<file path="src/rtl/gbd_pkg.sv">
package gbd_pkg;
  typedef enum logic [1:0] {
    RGN_REGS  = 2'd0,
    RGN_RSVD  = 2'd1,
    RGN_TABLE = 2'd2
  } rgn_e;

  // writable mask for base bits 25:24 given the tile strap
  function automatic logic [1:0] tile_wmask(input logic [1:0] mode);
    case (mode)
      2'd0:    tile_wmask = 2'b11;
      2'd1:    tile_wmask = 2'b10;
      default: tile_wmask = 2'b00;
    endcase
  endfunction
endpackage

</file>
<file path="src/rtl/gbd_base_reg.sv">
module gbd_base_reg #(
  parameter int ADDR_W = 39
) (
  input  logic                 clk,
  input  logic                 rst,
  input  logic                 flr,
  input  logic [1:0]           tile_mode,
  input  logic                 wr_en,
  input  logic                 wr_sel,
  input  logic [31:0]          wr_data,
  input  logic                 rd_sel,
  output logic [31:0]          rd_data,
  output logic [ADDR_W-25:0]   base_eff
);
  import gbd_pkg::*;
  localparam int BASE_W = ADDR_W - 24;
  localparam int HI_W   = ADDR_W - 32;

  logic [BASE_W-1:0] base_q;
  logic [1:0]        wmask;
  logic [1:0]        tile_eff;
  logic [31:0]       lo_word, hi_word;

  assign wmask    = tile_wmask(tile_mode);
  assign tile_eff = base_q[1:0] & wmask;
  assign base_eff = {base_q[BASE_W-1:2], tile_eff};

  always_ff @(posedge clk) begin
    if (rst) begin
      base_q <= '0;
    end else begin
      if (wr_en && !wr_sel) begin
        base_q[7:2] <= wr_data[31:26];
        base_q[1:0] <= (base_q[1:0] & ~wmask) | (wr_data[25:24] & wmask);
      end
      if (wr_en && wr_sel)
        base_q[BASE_W-1:8] <= wr_data[HI_W-1:0];
      if (flr)
        base_q[1:0] <= 2'b00;
    end
  end

  assign lo_word = {base_q[7:2], tile_eff, 20'h0, 1'b1, 2'b10, 1'b0};
  assign hi_word = {{(32-HI_W){1'b0}}, base_q[BASE_W-1:8]};

  always_ff @(posedge clk) begin
    if (rst) rd_data <= 32'h0000_000C;
    else     rd_data <= rd_sel ? hi_word : lo_word;
  end
endmodule

</file>
<file path="src/rtl/gbd_region_dec.sv">
module gbd_region_dec #(
  parameter int WIN_LOG2   = 24,
  parameter int REGS_LOG2  = 21,
  parameter int TABLE_LOG2 = 23
) (
  input  logic [WIN_LOG2-1:0] offset,
  output gbd_pkg::rgn_e       rgn
);
  import gbd_pkg::*;
  localparam logic [WIN_LOG2-1:0] REGS_END  = WIN_LOG2'(1) << REGS_LOG2;
  localparam logic [WIN_LOG2-1:0] TABLE_BEG = WIN_LOG2'(1) << TABLE_LOG2;

  always_comb begin
    if (offset < REGS_END)        rgn = RGN_REGS;
    else if (offset >= TABLE_BEG) rgn = RGN_TABLE;
    else                          rgn = RGN_RSVD;
  end
endmodule

</file>
<file path="src/rtl/gfx_bar_decoder.sv">
module gfx_bar_decoder #(
  parameter int ADDR_W     = 39,
  parameter int REGS_LOG2  = 21,
  parameter int TABLE_LOG2 = 23
) (
  input  logic                  clk,
  input  logic                  rst,
  input  logic                  flr,
  input  logic [1:0]            tile_mode,
  input  logic                  mem_space_en,
  input  logic                  cfg_wr_en,
  input  logic                  cfg_wr_sel,
  input  logic [31:0]           cfg_wr_data,
  input  logic                  cfg_rd_sel,
  output logic [31:0]           cfg_rd_data,
  input  logic                  req_valid,
  input  logic                  req_write,
  input  logic [63:0]           req_addr,
  output logic                  hit_regs,
  output logic                  hit_table,
  output logic                  unsup_req,
  output logic                  inv_valid,
  output logic [TABLE_LOG2-1:0] inv_offset
);
  import gbd_pkg::*;
  localparam int WIN_LOG2 = 24;
  localparam int BASE_W   = ADDR_W - WIN_LOG2;

  logic [BASE_W-1:0] base_eff;
  rgn_e              rgn;
  logic              match;

  gbd_base_reg #(.ADDR_W(ADDR_W)) u_reg (
    .clk(clk), .rst(rst), .flr(flr), .tile_mode(tile_mode),
    .wr_en(cfg_wr_en), .wr_sel(cfg_wr_sel), .wr_data(cfg_wr_data),
    .rd_sel(cfg_rd_sel), .rd_data(cfg_rd_data), .base_eff(base_eff)
  );

  gbd_region_dec #(.WIN_LOG2(WIN_LOG2), .REGS_LOG2(REGS_LOG2),
                   .TABLE_LOG2(TABLE_LOG2)) u_dec (
    .offset(req_addr[WIN_LOG2-1:0]), .rgn(rgn)
  );

  assign match = req_valid && mem_space_en
              && (req_addr[63:ADDR_W] == '0)
              && (req_addr[ADDR_W-1:WIN_LOG2] == base_eff);

  always_ff @(posedge clk) begin
    if (rst) begin
      hit_regs   <= 1'b0;
      hit_table  <= 1'b0;
      unsup_req  <= 1'b0;
      inv_valid  <= 1'b0;
      inv_offset <= '0;
    end else begin
      hit_regs  <= match && (rgn == RGN_REGS);
      hit_table <= match && (rgn == RGN_TABLE);
      unsup_req <= match && (rgn == RGN_RSVD);
      inv_valid <= match && (rgn == RGN_TABLE) && req_write;
      if (match && (rgn == RGN_TABLE) && req_write)
        inv_offset <= req_addr[TABLE_LOG2-1:0];
    end
  end
endmodule

</file>
<file path="config.mk">
export PLATFORM = sky130hd
export DESIGN_NAME = gfx_bar_decoder
export DESIGN_NICKNAME = d
export VERILOG_FILES = /design/src/rtl/gbd_pkg.sv /design/src/rtl/gbd_base_reg.sv /design/src/rtl/gbd_region_dec.sv /design/src/rtl/gfx_bar_decoder.sv
export SDC_FILE = /design/constraint.sdc
export NUM_CORES = 1
export LEC_CHECK = 0
export BUFFER_PORTS_ARGS = -buffer_cell sky130_fd_sc_hd__buf_2
export CORE_UTILIZATION = 42
export CTS_CLUSTER_DIAMETER = 50
export CTS_CLUSTER_SIZE = 20
export DETAILED_ROUTE_END_ITERATION = 10
export PLACE_DENSITY = 0.87
export SYNTH_ARGS = -nofsm -noshare
export SYNTH_HDL_FRONTEND = slang
export SYNTH_SLANG_ARGS = --single-unit
</file>
<file path="constraint.sdc">
create_clock -name clk -period 1.7 [get_ports clk]
set_input_delay 0.17 -clock clk [delete_from_list [all_inputs] [get_ports clk]]
set_output_delay 0.17 -clock clk [all_outputs]
set_load 0.02 [all_outputs]
</file>
==> Word level (Yosys, flattened, before mapping) <==
Index checks and enable logic that the tools add are counted.
{ "totals": {"regBits": 74, "output_inout_bits": 59, "in_bits": 107, "word_cells": 42} }
{ "op_classes": {"n_reduce_logical": 16, "order_cmp": 2, "n_mux": 3, "eq_ne": 4, "bitwise": 6} }
{ "op_table": {"columns": ["cell", "count"], "rows": [
  ["zero test 25 bit", 1],
  [">= comparator 24 bit, second input constant", 1],
  ["less-than comparator 24 x 22 -> 1 bit, second input constant", 1],
  ["equality test 15 bit", 1],
  ["logical AND 1 bit", 9],
  ["bitwise AND 2 bit", 3],
  ["OR reduction 2 bit", 3],
  ["equality test 2 x 1 -> 1 bit, second input constant", 2],
  ["zero test 2 bit", 2],
  ["2-to-1 mux 2 bit", 2],
  ["one-hot mux 2 bit (2 select lines)", 1],
  ["equality test 2 bit, second input constant", 1],
  ["NOT 2 bit", 1],
  ["bitwise OR 2 bit", 1],
  ["zero test 1 bit", 1],
  ["NOT 1 bit", 1]
]} }

==> Depth between registers and ports, before layout <==
{ "depth": {"word_depth": 7, "mapped_depth": 6, "depth_no_buf": 5} }

==> By module <==
A second synthesis with hierarchy kept.
{ "hier_totals": {"cells_unflattened": 270, "area_unflattened_um2": 2742.6} }
{ "by_module_without_submodules": {"columns": ["mod", "area_per_inst_um2", "n_inst", "cells_each", "seq_area_each_um2"], "rows": [
  ["gfx_bar_decoder", 1487.7, 1, 142, 540.5],
  ["gbd_base_reg", 1241.2, 1, 126, 600.6],
  ["gbd_region_dec", 13.8, 1, 2, 0.0]
]} }

==> Least setup slack after synthesis <==
OpenSTA, ideal clock, no wires.
{ "synth_path": {"path_type": "input port to flip-flop", "start": "input req_addr[58]", "end": "register inv_offset[10]", "slack_ps": 167, "path_buffers": 1, "t_required_ps": 1580, "setup_time_ps": 120, "path_stages": 6, "arrival_time_ps": 1414, "path_cell_list": "nor4_1 nand4_1 nor4_4 nand4_4 buf_6 mux2i_1"} }
{ "synth_via": {"elab_chain_len": 5} }
{ "synth_lines": {"columns": ["item", "line", "text"], "rows": [
  ["start: declaration", "gfx_bar_decoder.sv:18", "input logic [63:0] req_addr,"],
  ["zero test 25 bit", "gfx_bar_decoder.sv:45", "&& (req_addr[63:ADDR_W] == '0)"],
  ["logical AND 1 bit", "gfx_bar_decoder.sv:45", null],
  ["logical AND 1 bit", "gfx_bar_decoder.sv:46", "&& (req_addr[ADDR_W-1:WIN_LOG2] == base_eff);"],
  ["logical AND 1 bit (2 in a row)", "gfx_bar_decoder.sv:60", "if (match && (rgn == RGN_TABLE) && req_write)"],
  ["end signal: assignment", "gfx_bar_decoder.sv:61", "inv_offset <= req_addr[TABLE_LOG2-1:0];"],
  ["end: declaration", "gfx_bar_decoder.sv:23", "output logic [TABLE_LOG2-1:0] inv_offset"]
]} }
Every way passes these cells.
A chain may end at the register's enable or synchronous reset.

==> Final worst setup path <==
{ "layout_path": {"start": "register u_reg.base_q[6]", "end": "register inv_offset[16]"} }
{ "layout_via": {"elab_chain_len": 4} }
{ "layout_lines": {"columns": ["item", "line", "text"], "rows": [
  ["start: declaration", "gbd_base_reg.sv:19", "logic [BASE_W-1:0] base_q;"],
  ["start signal: assignment", "gbd_base_reg.sv:33", "base_q[7:2] <= wr_data[31:26];"],
  ["start signal: indexed assignment", "gbd_base_reg.sv:37", "base_q[BASE_W-1:8] <= wr_data[HI_W-1:0];"],
  ["equality test 15 bit", "gfx_bar_decoder.sv:46", null],
  ["logical AND 1 bit", "gfx_bar_decoder.sv:46", null],
  ["logical AND 1 bit (2 in a row)", "gfx_bar_decoder.sv:60", null]
]} }
Every way passes these cells.

==> flow_summary_export.csv <==
group,metric,value,unit
clock_tree,cts.sinks,57,
die,core-area,5608,um2
pwr,clock_power_share,0.469,
timing,setup_viol,0,
finish,fin_cells,472,
die,initial_core_util,0.4449,
finish,fillers,493,
placement,hpwl,4.390,mm
grt,gr-total-overflow,0,
setup_path,critPathMaxFanout,23,
synth,synth_area_per_cell,9.522,um2
grt,antenna_found_initial,0,
setup_path,cp_slowest_stage_delay,0.39,ns
die,die_y,79.07,um
synth,ys_seq_area_frac,0.4574,
timing,fin_tns_setup,0,ns
finish,diodes,0,
setup_path,cp-startpoint,"u_reg.base_q[6]",
timing,rsz0062_at_grt,"no",
clock_tree,cts_made_buffers,9,
setup_path,critPathCaptureType,"flip-flop",
timing,drv_slew,0,
clock_tree,clk_pin_slew,0.07,ns
detailed_routing,initialDrtViolationCount,53,
timing,fmax,616.2,MHz
pwr,power,3.148,mW
finish,nets,502,
detailed_routing,vias_per_cell,4.604,
detailed_routing,postRouteAntennaNets,0,
pwr,switching_power,0.7000,mW
pwr,peakVddDrop,551.3,uV
grt,grt_first_pass_wirelength,8.866,mm
detailed_routing,drc,0,
pwr,seqPwrFrac,0.436,
timing,hold_violations,0,
run_status,status,"complete, no violations",
setup_path,critPathLaunchType,"flip-flop",
synth,synth_top_cell_by_area,"dfxtp_1",
setup_path,crit_type,"flip-flop to flip-flop",
timing,timing.final.ws_setup,0.07709,ns
pwr,power.density,926.1,nW/um2
detailed_routing,routedWlPerCell,12.03,um
pwr,intPower,2.448,mW
clock_tree,cts_tree,"built",
synth,syn_inst,262,
die,num_rows,27,
grt,grt_max_degree,29,
pwr,p_sw_frac,0.2223,
run,drv_cap,0,
pwr,power_frac_comb,0.095,
setup_path,arrival,1.83,ns
clock_tree,insertion_delay,0.33,ns
clock_tree,postCtsHoldBufs,0,
detailed_routing,num_vias,2173,
setup_path,timing.rr.start,"u_reg.base_q[6]",
setup_path,cp.required,1.91,ns
setup_path,endpoint,"inv_offset[16]",
worst_hold_path,hold_path.class,"input pin to flip-flop",
synth,ys_seq_elements,57,
setup_path,r2r_cells,6,
grt,track_usage,0.1880,
placement,numPortBuffers,131,
grt,grt_pass1_vias,2025,
placement,dp.cells,456,
pwr,power_leakage,1.718,nW
synth,synth_area_leaders,"dfxtp_1, nand2b_1, mux2i_1, xnor2_1, buf_4",
timing,holdWs,0.02004,ns
synth,syn_area,2495,um2
finish,drive_above_1_share,0.3875,
setup_path,r2r_end,"inv_offset[16]",
clock_tree,cts_buffer_depth,2,
die,dieArea,6252,um2
detailed_routing,drtPass1Iterations,4,
die,die_w,79.07,um
synth,synth_cell_types,24,
die,io_pins,166,
clock_tree,post_cts_buffers,0,
synth,synth_top_area_frac,0.4574,
placement,post-place-ws,-0.1437,ns
setup_path,path_cells,"xnor2_1, nand4_1, nor4_4, nand4_4, buf_12, mux2i_2",
setup_path,worst-r2r-setup-slack,0.08,ns
clock_tree,cts_max_level,3,
detailed_routing,totalWireLength,5.680,mm
timing,finClkSkew,0.01112,ns
finish,area_delta_synth_final,36.26,%
timing,min_period,1.623,ns
setup_path,crit_path_top_delay_cell,"nor4_4",
placement,globalplace.congestion,0.8328,
synth,yosysWarnings,0,
clock_tree,root_buffer,"clkbuf_8",
timing,fin_crit_sh,0.9547,
## cells in the final DEF, fill, tap and decap left out, types with 3 or more instances in the layout
master,count
a21oi_1,13
and2_1,13
buf_2,131
buf_4,3
clkbuf_8,12
conb_1,17
dfxtp_1,56
mux2i_1,24
nand2_1,21
nand2b_1,50
nand3_1,7
nand4_1,5
nor2_1,6
nor3_1,5
nor4_1,6
xnor2_1,15
## worst min-delay path by stage
| stage | startpoint | end | slack (ns) | depth (start not counted) |
|---|---|---|---|---|
| final | flr | flip-flop | 0.02 | 2 |
| after global routing | flr | flip-flop | 0.03 | 2 |
| after CTS | flr | flip-flop | 0.006 | 2 |
| after detailed placement | flr | flip-flop | 0.36 | 2 |
| after global placement | flr | flip-flop | 0.35 | 2 |
| after floorplan | req_addr[22] | hit_regs | 0.25 | 1 |
## layout make-up
type	instances	area, um2	share of cell area
well taps	72	90.09	0.02650
inverters	1	3.754	0.001104
repair buffers	135	698.2	0.2054
clock inverters	4	73.82	0.02172
multi-input cells	191	1226	0.3607
flip-flops and latches	57	1142	0.3360
clock buffers	12	165.2	0.04858
## cell usage after synthesis
library cell and count:
a21oi_1 13, and2_1 13, buf_1 1, buf_4 17
buf_6 2, clkbuf_1 9, conb_1 1, dfxtp_1 57
inv_1 1, mux2i_1 25, nand2_1 21, nand2b_1 50
nand3_1 7, nand4_1 5, nand4_4 1, nand4b_1 1
nor2_1 6, nor2b_1 2, nor3_1 5, nor3b_1 2
nor4_1 6, nor4_4 1, nor4b_1 1, xnor2_1 15
## cells by family (layout without fill, tap and decap cells)
logic type,Yosys count,after routing,synth area share
AND/OR/NAND/NOR,121,121,0.2854
flip-flops,57,57,0.4574
buffers and inverters,30,152,0.07672
multiplexers,25,25,0.1003
XOR/XNOR,15,15,0.05266
AO/OA/AOI/OAI,13,13,0.02608
other,1,17,0.001503
## power by group through the flow
stage               logic, mW  clock network [mW]  registers (mW)
global route            0.329                1.56            1.37
global placement        0.291                   0            1.40
floorplan               0.182                   0            1.41
detailed placement      0.299                   0            1.40
finish                  0.299                1.48            1.37
CTS                     0.300                1.50            1.37
## what timing repair did
action | CTS | global route
endpoints found under the hold margin | 0 | 0
resized for setup | 0 | 2
pin swaps | 1 | 0
setup endpoints to repair | 15 | 8
## stage by stage
| stage | cell area (um2) | utilization |
|---|---|---|
| floorplan | 2555 | - |
| global placement | 3156 | 0.5627 |
| detailed placement | 3156 | 0.5627 |
| CTS | 3395 | 0.6053 |
| global route | 3400 | 0.6062 |
| finish | 3400 | 0.6062 |
## worst max-delay path, delay by kind of cell, from the launching register on
| family | cells | cell delay (ns) |
|---|---|---|
| mux | 1 | 0.16 |
| flops | 1 | 0.34 |
| simple gates | 3 | 0.67 |
| buf+inv | 1 | 0.20 |
| xor+xnor | 1 | 0.14 |
## flip-flops by register name, indices dropped and copies added, names as in the netlist, named ones only
register,cells
u_reg.base_q,13
u_reg.rd_data,15
inv_offset,23
hit_table,1
inv_valid,1
hit_regs,1
unsup_req,1
## per-layer routing
metal  track usage  wire (um)  part of all wire
met5             0          0                 0
met4       0.08182         61             0.011
met3       0.05172        390             0.069
met2        0.3336       2833              0.50
met1        0.2084       2394              0.42
No activity file was read; power rests on OpenSTA's default activity.
